File: src/rtl/ckdiv_pkg.sv
package ckdiv_pkg;
    localparam int PH_W       = 6;
    localparam int RATIO_W    = PH_W + 1;
    localparam int NUM_STAGES = 3;
    localparam int CTL_W      = 15;
    localparam logic [1:0] IDX_LOCK = 2'd3;

    // Bit 14 down to bit 0 of a stage control word.
    typedef struct packed {
        logic            stage_only;
        logic            pass_thru;
        logic            odd_edge;
        logic [PH_W-1:0] hi_cnt;
        logic [PH_W-1:0] lo_cnt;
    } stage_ctl_t;

    localparam stage_ctl_t CTL_RESET = '{stage_only: 1'b0, pass_thru: 1'b1,
                                         odd_edge: 1'b0, hi_cnt: '0, lo_cnt: '0};

    // Effective ratio of one stage; a zero sum is treated as 1.
    function automatic logic [RATIO_W-1:0] stage_ratio(input stage_ctl_t c);
        logic [RATIO_W-1:0] sum;
        sum = RATIO_W'(c.lo_cnt) + RATIO_W'(c.hi_cnt);
        if (c.pass_thru || sum == '0) return RATIO_W'(1);
        return sum;
    endfunction

    // Phase length in ticks; a zero count is treated as 1.
    function automatic logic [PH_W-1:0] phase_len(input logic [PH_W-1:0] n);
        return (n == '0) ? PH_W'(1) : n;
    endfunction
endpackage

File: src/rtl/ckdiv_regs.sv
module ckdiv_regs
    import ckdiv_pkg::*;
#(
    parameter int LOCK_CYC = 16
) (
    input  logic        clk,
    input  logic        rst,
    input  logic        wr_en_i,
    input  logic [3:0]  addr_i,
    input  logic [31:0] wdata_i,
    output logic [31:0] rdata_o,
    output stage_ctl_t  act_in_o,
    output stage_ctl_t  act_fb_o,
    output stage_ctl_t  act_out_o,
    output logic        locked_o,
    output logic        quiet_o
);
    localparam int LCK_W = $clog2(LOCK_CYC + 1);

    stage_ctl_t       staged_q [NUM_STAGES];
    stage_ctl_t       active_q [NUM_STAGES];
    logic [LCK_W-1:0] lock_cnt_q;
    logic [1:0]       idx;
    logic             ctl_wr;
    logic             commit;
    stage_ctl_t       wr_word;

    assign idx     = addr_i[3:2];
    assign ctl_wr  = wr_en_i && (idx != IDX_LOCK);
    assign wr_word = stage_ctl_t'(wdata_i[CTL_W-1:0]);
    assign commit  = ctl_wr && !wr_word.stage_only;

    for (genvar g = 0; g < NUM_STAGES; g++) begin : g_stage
        always_ff @(posedge clk) begin
            if (rst) begin
                staged_q[g] <= CTL_RESET;
                active_q[g] <= CTL_RESET;
            end else begin
                if (ctl_wr && idx == 2'(g))
                    staged_q[g] <= wr_word;
                if (commit)
                    active_q[g] <= (idx == 2'(g)) ? wr_word : staged_q[g];
            end
        end
    end

    always_ff @(posedge clk) begin
        if (rst)
            lock_cnt_q <= '0;
        else if (commit)
            lock_cnt_q <= LCK_W'(LOCK_CYC);
        else if (lock_cnt_q != '0)
            lock_cnt_q <= lock_cnt_q - LCK_W'(1);
    end

    assign locked_o  = (lock_cnt_q == '0);
    assign quiet_o   = commit || !locked_o;
    assign act_in_o  = active_q[0];
    assign act_fb_o  = active_q[1];
    assign act_out_o = active_q[2];

    always_comb begin
        rdata_o = '0;
        case (idx)
            2'd0:    rdata_o[CTL_W-1:0] = staged_q[0];
            2'd1:    rdata_o[CTL_W-1:0] = staged_q[1];
            2'd2:    rdata_o[CTL_W-1:0] = staged_q[2];
            default: rdata_o[0]         = locked_o;
        endcase
    end
endmodule

File: src/rtl/ckdiv_fbnco.sv
module ckdiv_fbnco
    import ckdiv_pkg::*;
(
    input  logic       clk,
    input  logic       rst,
    input  logic       hold_i,
    input  stage_ctl_t in_ctl_i,
    input  stage_ctl_t fb_ctl_i,
    output logic       tick_o
);
    logic [RATIO_W-1:0] in_r;
    logic [RATIO_W-1:0] fb_r;
    logic [RATIO_W:0]   acc_q;
    logic [RATIO_W:0]   sum;
    logic               saturate;
    logic               wrap;

    assign in_r     = stage_ratio(in_ctl_i);
    assign fb_r     = stage_ratio(fb_ctl_i);
    assign sum      = acc_q + (RATIO_W+1)'(fb_r);
    assign saturate = (fb_r >= in_r);
    assign wrap     = (sum >= (RATIO_W+1)'(in_r));
    assign tick_o   = !hold_i && (saturate || wrap);

    always_ff @(posedge clk) begin
        if (rst || hold_i || saturate)
            acc_q <= '0;
        else if (wrap)
            acc_q <= sum - (RATIO_W+1)'(in_r);
        else
            acc_q <= sum;
    end
endmodule

File: src/rtl/ckdiv_outstage.sv
module ckdiv_outstage
    import ckdiv_pkg::*;
(
    input  logic       clk,
    input  logic       rst,
    input  logic       hold_i,
    input  logic       tick_i,
    input  stage_ctl_t ctl_i,
    output logic       en_o,
    output logic       clk_o
);
    logic            hi_q;
    logic            en_q;
    logic [PH_W-1:0] cnt_q;
    logic [PH_W-1:0] hlen;
    logic [PH_W-1:0] llen;

    assign hlen = phase_len(ctl_i.hi_cnt);
    assign llen = phase_len(ctl_i.lo_cnt);

    always_ff @(posedge clk) begin
        if (rst || hold_i) begin
            hi_q  <= 1'b0;
            en_q  <= 1'b0;
            cnt_q <= '0;
        end else if (ctl_i.pass_thru) begin
            hi_q  <= tick_i;
            en_q  <= tick_i;
            cnt_q <= '0;
        end else begin
            en_q <= 1'b0;
            if (tick_i) begin
                if (hi_q) begin
                    if (cnt_q == hlen - PH_W'(1)) begin
                        hi_q  <= 1'b0;
                        cnt_q <= '0;
                    end else begin
                        cnt_q <= cnt_q + PH_W'(1);
                    end
                end else if (cnt_q == llen - PH_W'(1)) begin
                    hi_q  <= 1'b1;
                    en_q  <= 1'b1;
                    cnt_q <= '0;
                end else begin
                    cnt_q <= cnt_q + PH_W'(1);
                end
            end
        end
    end

    assign en_o  = en_q;
    assign clk_o = hi_q;
endmodule

File: src/rtl/ckdiv_top.sv
module ckdiv_top
    import ckdiv_pkg::*;
#(
    parameter int LOCK_CYC = 16
) (
    input  logic        clk,
    input  logic        rst,
    input  logic        wr_en_i,
    input  logic [3:0]  addr_i,
    input  logic [31:0] wdata_i,
    output logic [31:0] rdata_o,
    output logic        lock_o,
    output logic        out_en_o,
    output logic        out_clk_o
);
    stage_ctl_t act_in;
    stage_ctl_t act_fb;
    stage_ctl_t act_out;
    logic       quiet;
    logic       tick;

    ckdiv_regs #(.LOCK_CYC(LOCK_CYC)) regs_i (
        .clk       (clk),
        .rst       (rst),
        .wr_en_i   (wr_en_i),
        .addr_i    (addr_i),
        .wdata_i   (wdata_i),
        .rdata_o   (rdata_o),
        .act_in_o  (act_in),
        .act_fb_o  (act_fb),
        .act_out_o (act_out),
        .locked_o  (lock_o),
        .quiet_o   (quiet)
    );

    ckdiv_fbnco nco_i (
        .clk      (clk),
        .rst      (rst),
        .hold_i   (quiet),
        .in_ctl_i (act_in),
        .fb_ctl_i (act_fb),
        .tick_o   (tick)
    );

    ckdiv_outstage post_i (
        .clk    (clk),
        .rst    (rst),
        .hold_i (quiet),
        .tick_i (tick),
        .ctl_i  (act_out),
        .en_o   (out_en_o),
        .clk_o  (out_clk_o)
    );
endmodule

File: config.mk
export PLATFORM = sky130hd
export DESIGN_NAME = ckdiv_top
export DESIGN_NICKNAME = d
export VERILOG_FILES = /design/src/rtl/ckdiv_pkg.sv /design/src/rtl/ckdiv_regs.sv /design/src/rtl/ckdiv_fbnco.sv /design/src/rtl/ckdiv_outstage.sv /design/src/rtl/ckdiv_top.sv
export SDC_FILE = /design/constraint.sdc
export NUM_CORES = 1
export LEC_CHECK = 0
export BUFFER_PORTS_ARGS = -buffer_cell sky130_fd_sc_hd__buf_4
export CORE_ASPECT_RATIO = 1.2
export CORE_MARGIN = 2
export CORE_UTILIZATION = 54
export DETAILED_ROUTE_END_ITERATION = 7
export GPL_TIMING_DRIVEN = 0
export PLACE_DENSITY = 0.77
export SKIP_LAST_GASP = 1
export SLEW_MARGIN = 20
export SYNTH_ARGS = -nofsm -noshare
export SYNTH_HDL_FRONTEND = slang
export SYNTH_HIERARCHICAL = 1
export SYNTH_SLANG_ARGS = --single-unit
File: constraint.sdc
create_clock -name clk -period 5.3 [get_ports clk]
set_input_delay 0 -clock clk [delete_from_list [all_inputs] [get_ports clk]]
set_output_delay 0 -clock clk [all_outputs]
set_load 0.05 [all_outputs]
==> Word-level counts from Yosys, hierarchy flattened <==
Memories as Yosys holds them, arrays and structs flattened.
Cells that the tools add are included.
Widths: inputs -> output; s select.
{ "op_classes": {"eq_ne": 5, "magnitude_cmp": 2, "addsub": 8, "n_mux": 47, "n_bitwise": 6, "n_reduce_logical": 26} }
{ "op_table": {"columns": ["operator", "count"], "rows": [
  ["$mux 15", 9],
  ["$pmux 14 s3", 1],
  ["$mux 6", 5],
  ["$mux 7", 4],
  ["$mux 1", 24],
  ["$add 6x6->7", 2],
  ["$logic_not 7->1", 2],
  ["$eq 6x6->1", 2],
  ["$logic_not 6->1", 2],
  ["$sub 6x1->6 const B", 2],
  ["$mux 5", 2],
  ["$add 8x7->8", 1],
  ["$ge 8x7->1", 1],
  ["$mux 8", 1],
  ["$sub 8x7->8", 1],
  ["$ge 7x7->1", 1],
  ["$add 6x1->6 const B", 1],
  ["$logic_and 1x1->1", 6],
  ["$logic_or 1x1->1", 6],
  ["$or 1x1->1", 6],
  ["$logic_not 5->1", 1],
  ["$reduce_bool 5->1", 1],
  ["$sub 5x1->5 const B", 1],
  ["$reduce_bool 2->1", 2],
  ["other kinds (7)", 10]
]} }
{ "word_totals": {"mem_count": 2, "in_bits": 39, "ff_bits": 21, "ramBits": 90, "elab_cells": 102, "output_inout_bits": 35} }
{ "mem_list": {"columns": ["memory", "depth", "width", "rd", "rd_clocked_by_memory_dff", "wr", "line_no", "source"], "rows": [
  ["regs_i.active_q", 3, 15, 3, 0, 3, "ckdiv_regs.sv:21", "stage_ctl_t active_q [NUM_STAGES];"],
  ["regs_i.staged_q", 3, 15, 3, 0, 3, "ckdiv_regs.sv:20", "stage_ctl_t staged_q [NUM_STAGES];"]
]} }

==> Depth between registers and ports, before layout <==
Gate-level depths: netlist of the first run.
An unclocked memory read counts as a cell.
{ "logic_depth": {"depth_word": 12, "mapped_depth": 25, "depth_no_buf": 24} }

==> Cells and area by module <==
Netlist of the first run, hierarchy kept.
{ "by_module_without_submodules": {"columns": ["module", "seq_area_each_um2", "cells_each", "n_inst", "area_each_um2"], "rows": [
  ["ckdiv_regs", 2802.7, 391, 1, 4465.5],
  ["ckdiv_fbnco", 160.2, 232, 1, 1863.0],
  ["ckdiv_outstage", 160.2, 122, 1, 898.4]
]} }

==> Least setup slack after synthesis of the first run <==
Ideal clock, no wire load.
{ "synth_path": {"path_type": "reg-to-reg", "from": "memory regs_i/active_q[1][0] (netlist name)", "to": "register post_i.cnt_q[5]", "setup_ns": 0.125, "path_buffers": 1, "setup_slack_ns": 0.371, "arrival_time_ns": 4.804, "synth_period_minus_slack_ns": 4.929, "path_stages_with_launch": 24, "required_time_ns": 5.175, "path_cell_list": "edfxtp_1 -> ha_1 -> inv_1 -> fa_1 -> nand2b_1 -> a21oi_1 -> nand2_1 -> a41oi_1 -> a21o_1 -> ha_1 -> inv_1 -> fa_1 -> inv_1 -> fa_1 -> a21o_1 -> a21oi_1 -> a21oi_1 -> nor3_4 -> a21oi_1 -> inv_1 -> clkbuf_1 -> nor3_1 -> o211ai_1 -> a31oi_1"} }
{ "synth_lines": {"columns": ["element", "line_no", "source"], "rows": [
  ["start, declared", "ckdiv_regs.sv:21", null],
  ["end signal, assigned", "ckdiv_outstage.sv:38", "cnt_q <= cnt_q + PH_W'(1);"],
  ["end signal, assigned", "ckdiv_outstage.sv:45", "cnt_q <= cnt_q + PH_W'(1);"],
  ["end, declared", "ckdiv_outstage.sv:14", "logic [PH_W-1:0] cnt_q;"]
]} }

==> out/metrics.cfg, run 1 <==
[timing]
worst_pin_slew_ps = 1060
rsz0062_at_grt = yes
fin_ws_ps = 215.7
setup_tns_ps = 0
setup_viol = 0
max_clock_freq_mhz = 196.7
period_needed_ps = 5084
drv_slew = 0
finalHoldViolCount = 0
fin_crit_sh_pct = 95.93
slew-limit-headroom_pct = 29.34
holdWs_ps = 14.78
clock_skew_ps = 12.36

[worst_hold_path]
hold_path_end = regs_i/active_q[1][13]$_SDFFCE_PN1P_
hold_depth = 3
worstHoldStart = wdata_i[14]
min_path_type = input port to flip-flop

[setup_path]
path_delay_family = compound AO/OA/AOI/OAI gates
path_common_cell = inv_1
crit_type = flip-flop to flip-flop
path_cells = ha_1 -> inv_1 -> fa_1 -> nand2b_2 -> o21ai_0 -> a22oi_1 -> o21ai_1 -> a21o_1 -> ha_2 -> inv_1 -> fa_1 -> nor2b_2 -> o31a_2 -> o311ai_1 -> ha_1 -> o21ai_0 -> a21oi_2 -> nor3_4 -> a21oi_4 -> inv_1 -> clkbuf_4 -> nor4b_2 -> o211ai_1 -> nand3_1
cp.buffers_inverters = 4
crit_path_start_kind = flip-flop
crit_fanout = 10
rr_worst_depth = 24
critPathArrivalTime_ps = 5370
critPathSlowestCell = fa_1
ff2ff_setup_slack_ps = 220
slowest_delay_ps = 420
crit_path_end_kind = flip-flop
required_ps = 5590
worstReg2RegStart = regs_i/active_q[1][0]$_SDFFCE_PN0P_
r2r_end = post_i/cnt_q[3]$_SDFFE_PP0P_

[final_layout]
drive_gt1_share_pct = 17.36
nets = 887
layout_commonest_cell = nand2_1
final.fill_count = 1007
n_antenna_cell = 0
area_delta_synth_final_pct = 15.85
most-common-layout-cells = nand2_1 (119), edfxtp_1 (84), buf_4 (66), a21oi_1 (56), and2_1 (41)

[detailed_routing]
postRouteAntennaNets = 0
initialDrtViolationCount = 423
vias = 5673
viasPerCell = 5.813
dr.pass1.iters = 5
routed_wl_um = 17390
avgRoutedWirePerCell_um = 17.81
post-route-drc-count = 0

[global_routing]
grt_pass1_wl_um = 27080
first_global_vias = 5574
antenna_found_initial = 0
grt.total_usage_pct = 25.13
grt_max_degree = 44
grt_overflow = 0

[place]
io_buffers = 37
hpwlAfterDp_um = 12650
gp_congestion = 0.9784
dp_slack_ps = -463.9

[clock_network]
clock_latency_ps = 340
path_clk_slew_ps = 80
clock_sinks = 105
cts_root_buf = clkbuf_16
cts_buffer_depth = 2
cts_buffers = 9
h-tree-depth = 3
cts_tree = done

[pwr]
power_density_nw_per_um2 = 335.2
ir_worst_vdd_v = 0.0002541
p_leak_nw = 3.295

[floorplan]
die_w_um = 107.8
core_um2 = 12610
die_area_um2 = 13850
initial_utilization_pct = 55.34
fp.dieH_um = 128.5
rows = 45
io-pin-count = 74

[logic_synthesis]
avgSynthCellArea_um2 = 9.626
syn_area_um2 = 6979
netlist_instances = 725
ys.warnings.count = 6

[run]
drv_cap = 0

[outcome]
outcome = finished clean

[registers in the layout (all words and copies together), names as in the netlist]
signal             count
regs_i/lock_cnt_q      5
regs_i/active_q       39
post_i/cnt_q           6
post_i/en_o            1
nco_i/acc_q            8
post_i/clk_o           1
regs_i/staged_q       45
[per-stage QoR]
step / instances / util, % / total power [mW] / instance area (um^2)
floorplan: 741 / - / 1.741 / 7039
global placement: 942 / 59.64 / 1.930 / 7522
detailed placement: 942 / 59.64 / 1.962 / 7522
CTS: 972 / 63.34 / 2.679 / 7989
global route: 976 / 64.11 / 2.846 / 8085
finish: 976 / 64.11 / 2.710 / 8085
[final cells by class]
type | count | area, um^2 | share of cell area, %
plain buffers | 50 | 339.1 | 4.194
inverters | 29 | 108.9 | 1.346
clock buffers | 9 | 225.2 | 2.786
well taps | 164 | 205.2 | 2.538
repair buffers | 55 | 445.4 | 5.509
flip-flops and latches | 105 | 2943 | 36.40
clock inverters | 7 | 77.57 | 0.9595
multi-input cells | 557 | 3741 | 46.27
[timing repair]
action,in CTS,in global routing
pin swaps,1,4
resized for setup,6,17
hold endpoints to repair,32,0
hold buffers,13,0
buffers inserted,1,4
endpoints found under the setup margin,8,9
[power by group]
| group | leakage (nW) | total (mW) | switching (mW) | internal, mW |
|---|---|---|---|---|
| combinational | 2.12 | 1.02 | 0.613 | 0.411 |
| clock | 0.147 | 0.671 | 0.300 | 0.371 |
| sequential | 1.03 | 1.01 | 0.0495 | 0.965 |
[worst reg2reg max path, stage by stage, from the launching register on]
cell	delay, ps
edfxtp_1	330
ha_1	210
inv_1	70
fa_1	410
nand2b_2	240
o21ai_0	210
a22oi_1	110
o21ai_1	290
a21o_1	160
ha_2	220
inv_1	70
fa_1	420
nor2b_2	190
o31a_2	170
o311ai_1	140
ha_1	380
o21ai_0	120
a21oi_2	200
nor3_4	80
a21oi_4	220
inv_1	90
clkbuf_4	200
nor4b_2	290
o211ai_1	120
nand3_1	90
[routing by layer]
| layer | track usage (%) | up-vias | share of wire [%] |
|---|---|---|---|
| met3 | 3.951 | 36 | 5.8 |
| met2 | 44.43 | 236 | 51 |
| met4 | 11.69 | 0 | 3.7 |
| met1 | 29.85 | 2658 | 39 |
| met5 | 0 | - | 0 |
| li1 | - | 2743 | - |
[worst max-delay path by stage]
| stage | startpoint | end | slack [ps] | cells past startpoint |
|---|---|---|---|---|
| global placement | regs_i/active_q[1][10]$_SDFFCE_PN0P_ | post_i/cnt_q[5]$_SDFFE_PP0P_ | -320 | 21 |
| floorplan | regs_i/active_q[1][0]$_SDFFCE_PN0P_ | post_i/cnt_q[5]$_SDFFE_PP0P_ | 370 | 23 |
| finish | regs_i/active_q[1][0]$_SDFFCE_PN0P_ | post_i/cnt_q[3]$_SDFFE_PP0P_ | 220 | 24 |
| global route | regs_i/active_q[1][0]$_SDFFCE_PN0P_ | post_i/cnt_q[3]$_SDFFE_PP0P_ | -100 | 25 |
| detailed placement | regs_i/active_q[1][0]$_SDFFCE_PN0P_ | post_i/cnt_q[4]$_SDFFE_PP0P_ | -460 | 23 |
| CTS | regs_i/active_q[1][0]$_SDFFCE_PN0P_ | post_i/cnt_q[5]$_SDFFE_PP0P_ | 3 | 23 |
Note: power is estimated with default switching activity, not from simulation.
==> run 2, diff against run 1 <==
--- a/config.mk
+++ b/config.mk
@@ -11,10 +11,10 @@
 export CORE_UTILIZATION = 54
 export DETAILED_ROUTE_END_ITERATION = 7
 export GPL_TIMING_DRIVEN = 0
-export PLACE_DENSITY = 0.77
+export HOLD_SLACK_MARGIN = 0.1
+export PLACE_DENSITY = 0.78
 export SKIP_LAST_GASP = 1
 export SLEW_MARGIN = 20
 export SYNTH_ARGS = -nofsm -noshare
 export SYNTH_HDL_FRONTEND = slang
-export SYNTH_HIERARCHICAL = 1
 export SYNTH_SLANG_ARGS = --single-unit
==> out/metrics.cfg, run 2 <==
[outcome]
outcome = finished clean

[detailed_routing]
dr.pass1.iters = 5  ; unchanged
avgRoutedWirePerCell_um = 16.53  ; -7.2%
post-route-drc-count = 0  ; unchanged
initialDrtViolationCount = 303  ; -28%
routed_wl_um = 15060  ; -13%
postRouteAntennaNets = 0  ; unchanged
viasPerCell = 5.498  ; -5.4%
vias = 5009  ; -12%

[timing]
max_clock_freq_mhz = 198.5  ; +0.91%
fin_crit_sh_pct = 95.07  ; -0.86 points
clock_skew_ps = 9.061  ; -3.297 ps
slew-limit-headroom_pct = 45.37  ; +16 points
period_needed_ps = 5039  ; -45.75 ps
worst_pin_slew_ps = 818.3  ; -241.6 ps
drv_slew = 0  ; unchanged
finalHoldViolCount = 0  ; unchanged
rsz0062_at_grt = no
setup_viol = 0  ; unchanged

[global_routing]
first_global_vias = 4844  ; -13%
grt_max_degree = 44  ; unchanged
grt_overflow = 0  ; unchanged
busiest_layer = met2
antenna_found_initial = 0  ; unchanged
grt_pass1_wl_um = 23460  ; -13%
grt.total_usage_pct = 23.62  ; -1.5 points
grt.met3_usage_pct = 2.826  ; -1.1 points
gr-usage-met2_pct = 43.87  ; -0.56 points
use_met1_pct = 27.02  ; -2.8 points

[final_layout]
reg.largest.list = regs_i.staged_q: 45 flops, regs_i.active_q: 39 flops, nco_i.acc_q: 8 flops
most-common-layout-cells = nand2_1 (108), edfxtp_1 (84), a21oi_1 (58), buf_4 (57), and2_1 (43)
final.fill_count = 945  ; -6.2%
nets = 830  ; -6.4%
layout_commonest_cell = nand2_1
multiInputGateArea_um2 = 3303  ; -12%
top_register = regs_i.staged_q
fin_util_pct = 64.89  ; +0.78 points
final_area_um2 = 7541  ; -6.7%
regArea_um2 = 2943  ; unchanged
drive_gt1_share_pct = 14.99  ; -2.4 points
n_antenna_cell = 0  ; unchanged
largest_register_ffs = 45  ; unchanged
area_delta_synth_final_pct = 16.69

[clock_network]
cts_root_buf = clkbuf_16
clock_sinks = 105  ; unchanged
path_clk_slew_ps = 80  ; about the same
cts_buffer_depth = 2  ; unchanged
cts_tree = done
h-tree-depth = 3  ; unchanged
clock_latency_ps = 350  ; about the same
cts_buffers = 9  ; unchanged

[setup_path]
slowest_delay_ps = 620  ; +200 ps
path_cells = ha_1 -> inv_1 -> fa_1 -> inv_1 -> a21oi_1 -> o21bai_1 -> xor2_1 -> or4b_2 -> o41ai_1 -> ha_1 -> inv_1 -> fa_1 -> a211oi_2 -> o21ai_1 -> a211oi_2 -> o21a_2 -> buf_4 -> a21bo_2 -> o21ai_0 -> a21oi_1
crit_fanout = 6  ; -4
critPathArrivalTime_ps = 5320  ; -50 ps
required_ps = 5590  ; about the same
crit_path_end_kind = flip-flop
critPathSlowestCell = or4b_2
path_common_cell = inv_1
crit_path_start_kind = flip-flop
crit_type = flip-flop to flip-flop

[pwr]
p_leak_nw = 3.105  ; -5.8%
power_density_nw_per_um2 = 339.4  ; +1.3%
ir_worst_vdd_v = 0.0002223  ; -12%
total_power_mw = 2.559  ; -5.6%

[logic_synthesis]
synth_enable_flop_cells = 84
synth.most_common_cell = nand2_1
synth_area_leaders = edfxtp_1 (39%), ha_1 (7.4%), dfxtp_1 (6.5%), nand2_1 (6.3%), a21oi_1 (4.6%)
yosysTopAreaCellShare_pct = 39.03
synth_flop_cell = edfxtp_1
netlist_instances = 666  ; -8.1%
synth_top_cell_by_area = edfxtp_1
avgSynthCellArea_um2 = 9.703  ; +0.80%
ys_seq_area_share_pct = 45.54
ys_ff_latch = 105
ys.warnings.count = 0  ; -6
syn_area_um2 = 6462  ; -7.4%
ys_top_cells_by_count = nand2_1 (108), edfxtp_1 (84), a21oi_1 (60)
async_flop_share_pct = 0
yosysUniqueCellTypes = 67

[floorplan]
fp.dieH_um = 123.8  ; -3.7%
io-pin-count = 74  ; unchanged
die_area_um2 = 12860  ; -7.2%
die_w_um = 103.9  ; -3.6%
initial_utilization_pct = 55.61  ; +0.27 points
core_um2 = 11620  ; -7.9%
rows = 43  ; -4.4%

[place]
hpwlAfterDp_um = 11240  ; -11%
gp_congestion = 0.9214  ; -5.8%
io_buffers = 36  ; -2.7%
dpl-instance-area_um2 = 6989  ; -7.1%

[worst_hold_path]
min_path_type = input port to flip-flop

[run]
drv_cap = 0  ; unchanged

## run 2: report_power, final
part           leakage, nW  switching (mW)  internal (mW)
Clock                0.148           0.323          0.375
Sequential            1.03          0.0431          0.962
Combinational         1.93           0.524          0.331
Total                 3.11           0.890           1.67
## run 2: cells by family (layout without fill, tap and decap cells)
family,Yosys count,in the layout,share of synthesized area (%)
adder cells (fa/ha/maj),42,42,8.596
XOR/XNOR,30,30,4.066
multiplexers,17,17,2.827
flip-flops,105,105,45.54
AND/OR/NAND/NOR,260,260,19.98
other,1,17,0.05803
buffers and inverters,69,141,5.131
AO/OA/AOI/OAI,142,142,13.80
## run 2: layer usage
layer	wire length [um]	vias up	share of wire (%)
li1	-	2481	-
met1	6053	2353	40
met2	7818	142	52
met3	632	33	4.2
met4	552	0	3.7
met5	0	-	0
## run 2: metrics by stage
stage | TNS (ps) | worst slack (ps) | std cells | hold WS (ps)
after floorplan | 0 | 566.2 | 682 | 72.38
after global placement | 0 | 37.79 | 875 | 287.4
after detailed placement | -294.6 | -149.3 | 875 | 292.8
after CTS | 0 | 29.76 | 909 | 192.3
after global routing | 0 | 14.62 | 911 | 243.8
final | 0 | 261.5 | 911 | 218.0
## run 2: area by class of cell
cell class	instances	share of cell area (%)
timing repair buffer	56	6.106
buffer	40	2.953
clock inverter	7	1.078
tap	157	2.605
multi-input combinational	508	43.80
sequential	105	39.02
clock buffer	9	2.987
inverter	29	1.443
## run 2: path summary, 6_finish.rpt
kind | startpoint | endpoint | slack (ps) | cells past startpoint
worst max register to register | regs_i.active_q[0][0]$_SDFFCE_PN0P_ | post_i.cnt_q[5]$_SDFFE_PP0P_ | 260 | 20
worst max-delay path | regs_i.active_q[0][0]$_SDFFCE_PN0P_ | post_i.cnt_q[5]$_SDFFE_PP0P_ | 260 | 20
worst min register to register | post_i.cnt_q[5]$_SDFFE_PP0P_ | post_i.cnt_q[5]$_SDFFE_PP0P_ | 540 | 2
worst min-delay path | wr_en_i | regs_i.lock_cnt_q[4]$_SDFFE_PP0P_ | 220 | 3
## run 2: repair_timing
action                                  in CTS  in global routing
gates resized for setup                      2                 16
pin swaps                                    0                  7
hold buffers                                16                  0
endpoints found under the setup margin       4                 16
endpoints found under the hold margin       80                  0
setup buffers                                2                  2
## run 2: worst max-delay path: cells and delay by family (launching register included)
kind / cells / cell delay [ps]
buffers and inverters: 4 / 310
flip-flops: 1 / 370
XOR/XNOR: 1 / 120
adder cells (fa/ha/maj): 4 / 1310
AND/OR/NAND/NOR: 1 / 620
AO/OA/AOI/OAI: 10 / 2220
==> run 3, diff against run 2 <==
--- a/config.mk
+++ b/config.mk
@@ -6,13 +6,15 @@
 export NUM_CORES = 1
 export LEC_CHECK = 0
 export BUFFER_PORTS_ARGS = -buffer_cell sky130_fd_sc_hd__buf_4
+export CELL_PAD_IN_SITES_DETAIL_PLACEMENT = 1
+export CELL_PAD_IN_SITES_GLOBAL_PLACEMENT = 2
 export CORE_ASPECT_RATIO = 1.2
 export CORE_MARGIN = 2
-export CORE_UTILIZATION = 54
+export CORE_UTILIZATION = 34
 export DETAILED_ROUTE_END_ITERATION = 7
 export GPL_TIMING_DRIVEN = 0
 export HOLD_SLACK_MARGIN = 0.1
-export PLACE_DENSITY = 0.78
+export PLACE_DENSITY_LB_ADDON = 0.1
 export SKIP_LAST_GASP = 1
 export SLEW_MARGIN = 20
 export SYNTH_ARGS = -nofsm -noshare
==> out/metrics.cfg, run 3 (synthesized netlist as in run 2, its figures left out) <==
[place]
place_inst = 975  ; +11%
hpwlAfterDp_um = 14150  ; +26%
dpl-instance-area_um2 = 7133  ; +2.1%
io_buffers = 36  ; unchanged
gp_congestion = 0.8185  ; -11%
dp_slack_ps = -276.7  ; -127.4 ps

[run]
drv_cap = 0  ; unchanged

[setup_path]
r2r_end = post_i.clk_o$_SDFFE_PP0P_
slowest_delay_ps = 340  ; -280 ps
path_common_cell = o21a_1
crit_path_end_kind = flip-flop
crit_path_start_kind = flip-flop
ff2ff_setup_slack_ps = 260  ; about the same
crit_start = regs_i.active_q[1][0]$_SDFFCE_PN0P_
critPathSlowestCell = edfxtp_1
cp.depth = 27  ; +35%
cp.buffers_inverters = 3  ; -1
crit_fanout = 6  ; unchanged
rr_worst_depth = 27  ; +35%
required_ps = 5580  ; about the same
endpoint = post_i.clk_o$_SDFFE_PP0P_
critPathArrivalTime_ps = 5320  ; about the same
crit_type = flip-flop to flip-flop
worstReg2RegStart = regs_i.active_q[1][0]$_SDFFCE_PN0P_
path_delay_family = compound AO/OA/AOI/OAI gates

[timing]
period_needed_ps = 5044  ; +5.953 ps
max_clock_freq_mhz = 198.2  ; -0.12%
setup_viol = 0  ; unchanged
slew-limit-headroom_pct = 47.33  ; +2.0 points
drv_slew = 0  ; unchanged
holdWs_ps = 198.9  ; -19.13 ps
fin_ws_ps = 255.5  ; -5.953 ps
setup_tns_ps = 0  ; unchanged
clock_skew_ps = 8.892  ; -0.1699 ps
fin_crit_sh_pct = 95.18  ; +0.11 points
worst_pin_slew_ps = 790.1  ; -28.26 ps
finalHoldViolCount = 0  ; unchanged

[pwr]
power_density_nw_per_um2 = 335.1  ; -1.3%
total_power_mw = 2.584  ; +0.97%
ir_worst_vdd_v = 0.0001897  ; -15%
p_leak_nw = 3.124  ; +0.60%

[final_layout]
fin_util_pct = 41.20  ; -24 points
drive_gt1_share_pct = 14.97  ; -0.020 points
most-common-layout-cells = nand2_1 (108), edfxtp_1 (84), a21oi_1 (58), buf_4 (57), and2_1 (43)
n_antenna_cell = 0  ; unchanged
area_delta_synth_final_pct = 19.34
largest_register_ffs = 45  ; unchanged
nets = 831  ; +0.12%
reg.largest.list = regs_i.staged_q: 45 flops, regs_i.active_q: 39 flops, nco_i.acc_q: 8 flops
final_area_um2 = 7712  ; +2.3%
finalNonFillerCells = 1011  ; +11%
final.fill_count = 2161  ; +130%
top_register = regs_i.staged_q
layout_commonest_cell = nand2_1

[detailed_routing]
vias = 4955  ; -1.1%
dr.pass1.iters = 4  ; -1
postRouteAntennaNets = 0  ; unchanged
routed_wl_um = 17960  ; +19%
viasPerCell = 4.901  ; -11%
initialDrtViolationCount = 207  ; -32%
post-route-drc-count = 0  ; unchanged
avgRoutedWirePerCell_um = 17.76  ; +7.5%

[clock_network]
clock_latency_ps = 350  ; about the same
path_clk_slew_ps = 80  ; about the same
h-tree-depth = 3  ; unchanged
cts_buffers = 9  ; unchanged
cts_root_buf = clkbuf_16
clock_sinks = 105  ; unchanged
cts_tree = done
cts_buffer_depth = 2  ; unchanged

[floorplan]
rows = 55  ; +28%
die_w_um = 129.9  ; +25%
io-pin-count = 74  ; unchanged
core_um2 = 18720  ; +61%
die_area_um2 = 20130  ; +57%
initial_utilization_pct = 34.53  ; -21 points
fp.dieH_um = 155.0  ; +25%

[global_routing]
antenna_found_initial = 0  ; unchanged
grt_max_degree = 37  ; -16%
grt.total_usage_pct = 18.61  ; -5.0 points
grt_overflow = 0  ; unchanged
first_global_vias = 5288  ; +9.2%
grt_pass1_wl_um = 28320  ; +21%

[worst_hold_path]
min_path_type = input port to flip-flop

[outcome]
outcome = finished clean

==> run 3: how the worst min path moves through the flow <==
stage	slack (ps)	startpoint	cells after the start	to
detailed placement	300	rst	2	regs_i.lock_cnt_q[4]$_SDFFE_PP0P_
CTS	190	addr_i[3]	3	regs_i.staged_q[1][13]$_SDFFCE_PN1P_
global placement	290	rst	2	regs_i.lock_cnt_q[4]$_SDFFE_PP0P_
finish	200	addr_i[3]	3	regs_i.staged_q[1][13]$_SDFFCE_PN1P_
floorplan	70	rst	1	post_i.en_o$_SDFF_PP0_
global route	230	addr_i[2]	3	regs_i.staged_q[2][13]$_SDFFCE_PN1P_
==> run 3: worst min-delay path, cell delays in order <==
cell,delay [ps]
buf_4,100
nand2b_1,210
or3_1,140
==> run 3: layer usage <==
| layer | global-route usage (%) | part of all wire (%) | vias to the layer above |
|---|---|---|---|
| met4 | 5.325 | 1.7 | 0 |
| met1 | 21.70 | 42 | 2396 |
| met2 | 34.90 | 54 | 63 |
| li1 | - | - | 2475 |
| met5 | 0 | 0 | - |
| met3 | 2.717 | 2.0 | 21 |
==> run 3: layout make-up <==
type | count | area, um^2 | area share [%]
Sequential cell | 105 | 2943 | 38.16
Timing Repair Buffer | 57 | 480.5 | 6.230
Clock buffer | 9 | 225.2 | 2.920
Tap cell | 256 | 320.3 | 4.153
Inverter | 29 | 108.9 | 1.411
Buffer | 40 | 222.7 | 2.888
Multi-Input combinational cell | 508 | 3327 | 43.14
Clock inverter | 7 | 85.08 | 1.103
==> run 3: report_power, final <==
group	switching, mW	internal (mW)	leakage [nW]	total, mW
clock network	0.322	0.376	0.153	0.698
registers	0.0442	0.962	1.03	1.01
logic	0.547	0.333	1.94	0.880
total	0.913	1.67	3.12	2.58
==> run 3: what timing repair did <==
action | 4_1_cts | 5_1_grt
setup endpoints to repair | 9 | 15
hold buffers | 16 | 0
gates resized for setup | 9 | 11
endpoints found under the hold margin | 78 | 0
cloned | 0 | 0
pin swaps | 2 | 10
buffers inserted | 0 | 4
